**config.mk**
```make
export PLATFORM = sky130hd
export DESIGN_NAME = pipe2_alu_datapath
export DESIGN_NICKNAME = d
export VERILOG_FILES = /design/src/rtl/pipe2_pkg.sv /design/src/rtl/pipe2_alu.sv /design/src/rtl/pipe2_fwd.sv /design/src/rtl/pipe2_regfile.sv /design/src/rtl/pipe2_alu_datapath.sv
export SDC_FILE = /design/constraint.sdc
export NUM_CORES = 1
export LEC_CHECK = 0
export CORE_ASPECT_RATIO = 1.75
export CORE_MARGIN = 1.5
export CORE_UTILIZATION = 65
export DETAILED_ROUTE_END_ITERATION = 8
export DONT_BUFFER_PORTS = 1
export PLACE_DENSITY = 0.88
export REMOVE_ABC_BUFFERS = 1
export SKIP_CTS_REPAIR_TIMING = 1
export SYNTH_ARGS = -nofsm -noshare
export SYNTH_HDL_FRONTEND = slang
export SYNTH_SLANG_ARGS = --single-unit
```
**constraint.sdc**
```tcl
create_clock -name clk -period 5.3 [get_ports clk]
set_input_delay 1.06 -clock clk [delete_from_list [all_inputs] [get_ports clk]]
set_output_delay 1.06 -clock clk [all_outputs]
set_load 0.03 [all_outputs]
```
**src/rtl/pipe2_pkg.sv**
```systemverilog
`timescale 1ns/1ps
package pipe2_pkg;

    localparam int RIDX_W  = 4;
    localparam int REG_CNT = 1 << RIDX_W;
    localparam int OPC_W   = 4;
    localparam int INSTR_W = OPC_W + 3 * RIDX_W;

    localparam logic [OPC_W-1:0] OPC_NOP = 4'd0;
    localparam logic [OPC_W-1:0] OPC_ADD = 4'd1;
    localparam logic [OPC_W-1:0] OPC_SUB = 4'd2;
    localparam logic [OPC_W-1:0] OPC_AND = 4'd3;
    localparam logic [OPC_W-1:0] OPC_OR  = 4'd4;

    typedef struct packed {
        logic [OPC_W-1:0]  opc;
        logic [RIDX_W-1:0] rd;
        logic [RIDX_W-1:0] rs;
        logic [RIDX_W-1:0] rt;
    } instr_t;

    typedef enum logic [2:0] {
        FN_NONE,
        FN_ADD,
        FN_SUB,
        FN_AND,
        FN_OR
    } alu_fn_t;

    function automatic alu_fn_t decode_fn(logic [OPC_W-1:0] opc);
        alu_fn_t fn;
        case (opc)
            OPC_ADD: fn = FN_ADD;
            OPC_SUB: fn = FN_SUB;
            OPC_AND: fn = FN_AND;
            OPC_OR:  fn = FN_OR;
            default: fn = FN_NONE;
        endcase
        return fn;
    endfunction

endpackage

```
**src/rtl/pipe2_alu.sv**
```systemverilog
`timescale 1ns/1ps
module pipe2_alu #(
    parameter int DATA_W = 16
) (
    input  pipe2_pkg::alu_fn_t  fn,
    input  logic [DATA_W-1:0]   opa,
    input  logic [DATA_W-1:0]   opb,
    output logic [DATA_W-1:0]   res,
    output logic                wr_en
);
    import pipe2_pkg::*;

    always_comb begin
        res   = '0;
        wr_en = 1'b1;
        case (fn)
            FN_ADD:  res = opa + opb;
            FN_SUB:  res = opa - opb;
            FN_AND:  res = opa & opb;
            FN_OR:   res = opa | opb;
            default: wr_en = 1'b0;
        endcase
    end

    always_comb begin
        AST_NONE_NO_WRITE: assert (!(fn == FN_NONE && wr_en));
    end

endmodule

```
**src/rtl/pipe2_fwd.sv**
```systemverilog
`timescale 1ns/1ps
module pipe2_fwd #(
    parameter int DATA_W = 16,
    parameter int IDX_W  = 4
) (
    input  logic [IDX_W-1:0]  src_idx,
    input  logic [DATA_W-1:0] rf_val,
    input  logic              wb_en,
    input  logic [IDX_W-1:0]  wb_idx,
    input  logic [DATA_W-1:0] wb_val,
    output logic [DATA_W-1:0] opnd
);
    logic hit;

    always_comb begin
        hit  = wb_en && (wb_idx == src_idx);
        opnd = hit ? wb_val : rf_val;
    end

endmodule

```
**src/rtl/pipe2_regfile.sv**
```systemverilog
`timescale 1ns/1ps
module pipe2_regfile #(
    parameter int DATA_W = 16,
    parameter int IDX_W  = 4,
    parameter int NPORT  = 2
) (
    input  logic                         clk,
    input  logic                         rst_n,
    input  logic [NPORT-1:0][IDX_W-1:0]  rd_idx,
    output logic [NPORT-1:0][DATA_W-1:0] rd_val,
    input  logic [IDX_W-1:0]             dbg_idx,
    output logic [DATA_W-1:0]            dbg_val,
    input  logic                         we,
    input  logic [IDX_W-1:0]             wr_idx,
    input  logic [DATA_W-1:0]            wr_val
);
    localparam int NREG = 1 << IDX_W;

    logic [NREG-1:0][DATA_W-1:0] mem_d, mem_q;

    always_comb begin
        mem_d = mem_q;
        if (we) begin
            mem_d[wr_idx] = wr_val;
        end
    end

    always_ff @(posedge clk or negedge rst_n) begin
        if (!rst_n) begin
            for (int i = 0; i < NREG; i++) begin
                mem_q[i] <= DATA_W'(i);
            end
        end else begin
            mem_q <= mem_d;
        end
    end

    for (genvar p = 0; p < NPORT; p++) begin : g_rd
        assign rd_val[p] = mem_q[rd_idx[p]];
    end

    assign dbg_val = mem_q[dbg_idx];

    AST_IDLE_HOLDS: assert property (@(posedge clk) disable iff (!rst_n)
        !we |=> $stable(mem_q));

    AST_WRITE_LANDS: assert property (@(posedge clk) disable iff (!rst_n)
        we |=> mem_q[$past(wr_idx)] == $past(wr_val));

endmodule

```
**src/rtl/pipe2_alu_datapath.sv**
```systemverilog
`timescale 1ns/1ps
module pipe2_alu_datapath #(
    parameter int DATA_W = 16,
    parameter int PC_W   = 8
) (
    input  logic              clk,
    input  logic              rst_n,
    output logic [PC_W-1:0]   imem_addr,
    input  logic [15:0]       imem_data,
    input  logic [3:0]        dbg_addr,
    output logic [DATA_W-1:0] dbg_data
);
    import pipe2_pkg::*;

    localparam int NSRC = 2;

    typedef struct packed {
        logic [PC_W-1:0]   pc;
        instr_t            front;
        instr_t            back;
        logic [DATA_W-1:0] opa;
        logic [DATA_W-1:0] opb;
    } pipe_st_t;

    pipe_st_t st_d, st_q;

    logic [NSRC-1:0][RIDX_W-1:0] src_idx;
    logic [NSRC-1:0][DATA_W-1:0] rf_val;
    logic [NSRC-1:0][DATA_W-1:0] fwd_val;
    alu_fn_t                     alu_fn;
    logic [DATA_W-1:0]           alu_res;
    logic                        wr_en;

    assign src_idx[0] = st_q.front.rs;
    assign src_idx[1] = st_q.front.rt;
    assign alu_fn     = decode_fn(st_q.back.opc);

    pipe2_alu #(.DATA_W(DATA_W)) i_alu (
        .fn    (alu_fn),
        .opa   (st_q.opa),
        .opb   (st_q.opb),
        .res   (alu_res),
        .wr_en (wr_en)
    );

    pipe2_regfile #(.DATA_W(DATA_W), .IDX_W(RIDX_W), .NPORT(NSRC)) i_rf (
        .clk     (clk),
        .rst_n   (rst_n),
        .rd_idx  (src_idx),
        .rd_val  (rf_val),
        .dbg_idx (dbg_addr),
        .dbg_val (dbg_data),
        .we      (wr_en),
        .wr_idx  (st_q.back.rd),
        .wr_val  (alu_res)
    );

    for (genvar p = 0; p < NSRC; p++) begin : g_fwd
        pipe2_fwd #(.DATA_W(DATA_W), .IDX_W(RIDX_W)) i_fwd (
            .src_idx (src_idx[p]),
            .rf_val  (rf_val[p]),
            .wb_en   (wr_en),
            .wb_idx  (st_q.back.rd),
            .wb_val  (alu_res),
            .opnd    (fwd_val[p])
        );
    end

    always_comb begin
        st_d       = st_q;
        st_d.pc    = st_q.pc + PC_W'(1);
        st_d.front = instr_t'(imem_data);
        st_d.back  = st_q.front;
        st_d.opa   = fwd_val[0];
        st_d.opb   = fwd_val[1];
    end

    always_ff @(posedge clk or negedge rst_n) begin
        if (!rst_n) begin
            st_q <= '0;
        end else begin
            st_q <= st_d;
        end
    end

    assign imem_addr = st_q.pc;

    AST_PC_STEP: assert property (@(posedge clk) disable iff (!rst_n)
        1'b1 |=> imem_addr == $past(imem_addr) + PC_W'(1));

    AST_BACK_FROM_FRONT: assert property (@(posedge clk) disable iff (!rst_n)
        1'b1 |=> st_q.back == $past(st_q.front));

    AST_FWD_A: assert property (@(posedge clk) disable iff (!rst_n)
        (wr_en && st_q.back.rd == st_q.front.rs) |=> st_q.opa == $past(alu_res));

    AST_FWD_B: assert property (@(posedge clk) disable iff (!rst_n)
        (wr_en && st_q.back.rd == st_q.front.rt) |=> st_q.opb == $past(alu_res));

    AST_START_EMPTY: assert property (@(posedge clk)
        $rose(rst_n) |-> (st_q.back.opc == OPC_NOP && !wr_en));

endmodule

```
==> results by group <==
Floorplanning
  – Die Span Y: 226 µm
  – Starting density of the core: 65.9%
  – Placement row count: 81
  – # IOs: 46
  – Die area: 29400 µm²
  – Core Footprint: 28000 µm²
  – Die outline width: 130 µm

Power
  – Peak supply drop: 0.000291 V
  – Clock share of power: 46.4%
  – Total Power: 4.97 mW
  – Switch Pwr: 1.11 mW
  – Sequential share of power: 50.1%
  – Static leakage: 7.82 nW
  – P_int: 3.86 mW
  – Logic pwr share: 3.5%
  – P per Cell Area: 254 nW/µm²
  – Switching share of power: 22.4%

Critical path
  – Worst setup SP type: flip-flop
  – Crit path largest cell delay: 0.89 ns
  – Setup crit end kind: flip-flop
  – Crit path launch: st_q[46]$_DFF_PN0_
  – CP Max Fanout: 18
  – Worst r2r path cells: 11
  – Worst Path Required: 5.70 ns
  – CP cell instances: nor4b_4, nor2_1, xnor2_1, ha_1, a21o_1, a21oi_1, o21ai_1, a211oi_1, xnor2_1, a21oi_1, o21ai_0
  – Slowest library cell on the worst path: a21oi_1
  – WS Path Type: flip-flop to flip-flop
  – Worst flop-to-flop path startpoint: st_q[46]$_DFF_PN0_
  – Crit path arrival time: 4.73 ns

Clock tree
  – TritonCTS buffer count: 29
  – Clk Latency, worst-skew pair: 0.59 ns
  – CTS tree: yes
  – # clock sinks: 320
  – Root Driver: clkbuf_16
  – H-tree depth: 1
  – Clock slew at reported path FFs: 0.07 ns
  – CTS Buffer Depth: 3

STA
  – Final hold violation count: 0
  – RSZ-0062 raised after global routing: no
  – Fmax: 231 MHz
  – Final Hold Slack: 0.172 ns
  – Final setup violation count: 0
  – Relative slew slack: 9.54%
  – Setup TNS: 0 ns
  – Final worst slack: 0.966 ns
  – Post-layout min period: 4.33 ns
  – Max-slew violations: 0
  – Worst Tran Pin Value: 1.35 ns
  – Final worst-path cycle share: 81.8%
  – Clock skew: 0.0137 ns

Route
  – Final wirelength: 53500 µm
  – Vias per std cell: 7.64
  – 1st-iter DRT viols: 1934
  – Total number of vias: 14.0k
  – Number of remaining DRC errors: 0
  – Antenna Nets Post-Route: 0
  – DR pass1 iterations: 7
  – WL/cell: 29.2 µm

Synthesis
  – Yosys warnings: 0
  – Synth Cell Area: 18400 µm²
  – Mapped Avg Cell Area: 12.0 µm²
  – EDFF count, synth: 0
  – Synth Flop Type: dfrtp_1
  – Async S/R FF share, synth: 100%
  – Share of the yosys chip area belonging to registers: 43.6%
  – Yosys cell types: 52
  – Flops & latches, synth: 320
  – Post-Syn Instances: 1533

GRT
  – Largest net degree at the start of global routing: 321
  – GRT Overall Usage: 38.6%
  – Vias in the first global route: 15.0k
  – First-pass GRT wire length: 83200 µm
  – Initial antenna violation count: 1
  – Gr ovfl total: 0

Run
  – Max Cap Viol: 0

Final layout
  – Layout Nets: 1480
  – Cell Count, Final, Fillers Out: 1835
  – Share of layout cells above drive strength 1: 26.9%
  – Area grow syn2layout: 6.02%

Placed design
  – Number of port buffers: 0
  – Placed insts: 1780
  – Pre-CTS setup slack: 1.15 ns
  – RePlAce Congestion: 1.01
  – Post-detail-place hpwl: 30500 µm

Outcome
  – Outcome: finished, final reports clean

Hold path
  – Min-Delay Path Class: primary input to asynchronous set/reset pin
==> Yosys cell counts (6+ instances only) <==
master | count | area, µm²
buf_4 | 8 | 60.1
xnor2_1 | 26 | 228
mux2_2 | 18 | 203
dfstp_2 | 32 | 841
dfrtp_1 | 288 | 7210
a222oi_1 | 8 | 80.1
buf_2 | 10 | 50.1
o21ai_0 | 279 | 1400
clkbuf_1 | 111 | 417
nand2b_1 | 6 | 37.5
a21o_1 | 11 | 82.6
buf_1 | 26 | 97.6
nor2_1 | 23 | 86.3
xor2_1 | 15 | 131
a21oi_1 | 28 | 140
inv_1 | 10 | 37.5
nand3_1 | 10 | 50.1
or2_2 | 10 | 62.6
ha_1 | 19 | 238
mux4_2 | 240 | 5410
nor3_1 | 8 | 40.0
nand2_1 | 289 | 1080
==> worst max-delay path, delay by kind of cell (launching register included) <==
family / cells / cell delay (ns)
AOI/OAI and AO/OA: 6 / 2.08
and+or+nand+nor: 2 / 0.92
DFF: 1 / 0.48
adders and majority gates: 1 / 0.36
xor gates and xnor gates: 2 / 0.29
==> power by group through the flow <==
stage,registers [mW],clock network (mW),logic (mW)
after floorplan,2.55,0,0.0975
after global placement,2.53,0,0.166
after detailed placement,2.53,0,0.168
after CTS,2.49,2.31,0.170
after global routing,2.49,2.40,0.178
final,2.49,2.31,0.176
==> registers in the layout (all words and copies together), names as in the netlist <==
signal      flops
st_q           40
imem_addr       8
st_d            8
src_idx         8
i_rf.mem_q    256
==> cell type report <==
type,instances,area (µm²)
antenna,1,2.50
clock buffer,35,798
clock inverter,19,238
fill,1766,8410
inverter,10,37.5
multi-input combinational,1047,9730
sequential,320,8060
tap,373,467
timing repair buffer,30,225
==> layer usage <==
metal | vias to the layer above | GRT usage, % | routed length [µm]
met3 | 358 | 11.2 | 6440
met4 | 2 | 28.7 | 4520
met5 | - | 0 | 49
met2 | 1163 | 60.1 | 26100
met1 | 6984 | 45.4 | 16400
li1 | 5508 | - | -
==> metrics by stage <==
stage                     util (%)  instance area, µm²
after floorplan                  -               17800
after global placement        66.2               18500
after detailed placement      66.2               18500
after CTS                     69.9               19600
after global routing          69.9               19600
final                         69.9               19600
==> cell families (layout without fill, tap and decap cells) <==
group / count (synthesis) / in the layout / share of synthesized area (%)
fa+ha+maj: 20 / 20 / 1.40
buf+inv: 166 / 94 / 3.65
simple gates: 372 / 372 / 8.54
other cells: 0 / 1 / 0
flops: 320 / 320 / 43.6
mux: 260 / 260 / 30.5
xor+xnor: 41 / 41 / 1.95
compound gates: 354 / 354 / 10.3
==> cell usage in the layout, fill, tap and decap left out, types with 3 or more instances in the layout <==
cell type | netlist | layout
nand2_1 | 289 | 289
dfrtp_1 | 288 | 283
o21ai_0 | 279 | 279
mux4_2 | 240 | 240
dfstp_2 | 32 | 32
buf_4 | 8 | 30
clkbuf_16 | 0 | 29
a21oi_1 | 28 | 28
xnor2_1 | 26 | 26
nor2_1 | 23 | 23
ha_1 | 19 | 19
mux2_2 | 18 | 18
xor2_1 | 15 | 15
a21o_1 | 11 | 11
nand3_1 | 10 | 10
inv_1 | 10 | 10
or2_2 | 10 | 10
clkinv_2 | 0 | 9
a222oi_1 | 8 | 8
nor3_1 | 8 | 7
nand2b_1 | 6 | 6
a31oi_1 | 5 | 5
bufinv_16 | 0 | 5
clkbuf_8 | 0 | 5
a211oi_1 | 4 | 4
o21ai_1 | 4 | 4
nand4_1 | 4 | 4
nand3b_1 | 3 | 3
nor2b_1 | 3 | 3
nor3b_1 | 3 | 3
o21a_1 | 3 | 3
dfrtp_2 | 0 | 3
==> path summary, 6_finish.rpt <==
kind / to / slack (ns)
max: i_rf.mem_q[252]$_DFFE_PN0P_ / 0.97
min: i_rf.mem_q[142]$_DFFE_PN0P_ / 0.17
max reg2reg: i_rf.mem_q[252]$_DFFE_PN0P_ / 0.97
min reg2reg: st_q[40]$_DFF_PN0_ / 0.35
max in group asynchronous: src_idx[0]$_DFF_PN0_ / 4.31
min in group clk: st_q[40]$_DFF_PN0_ / 0.35
Power figures use the tool's default switching activity.
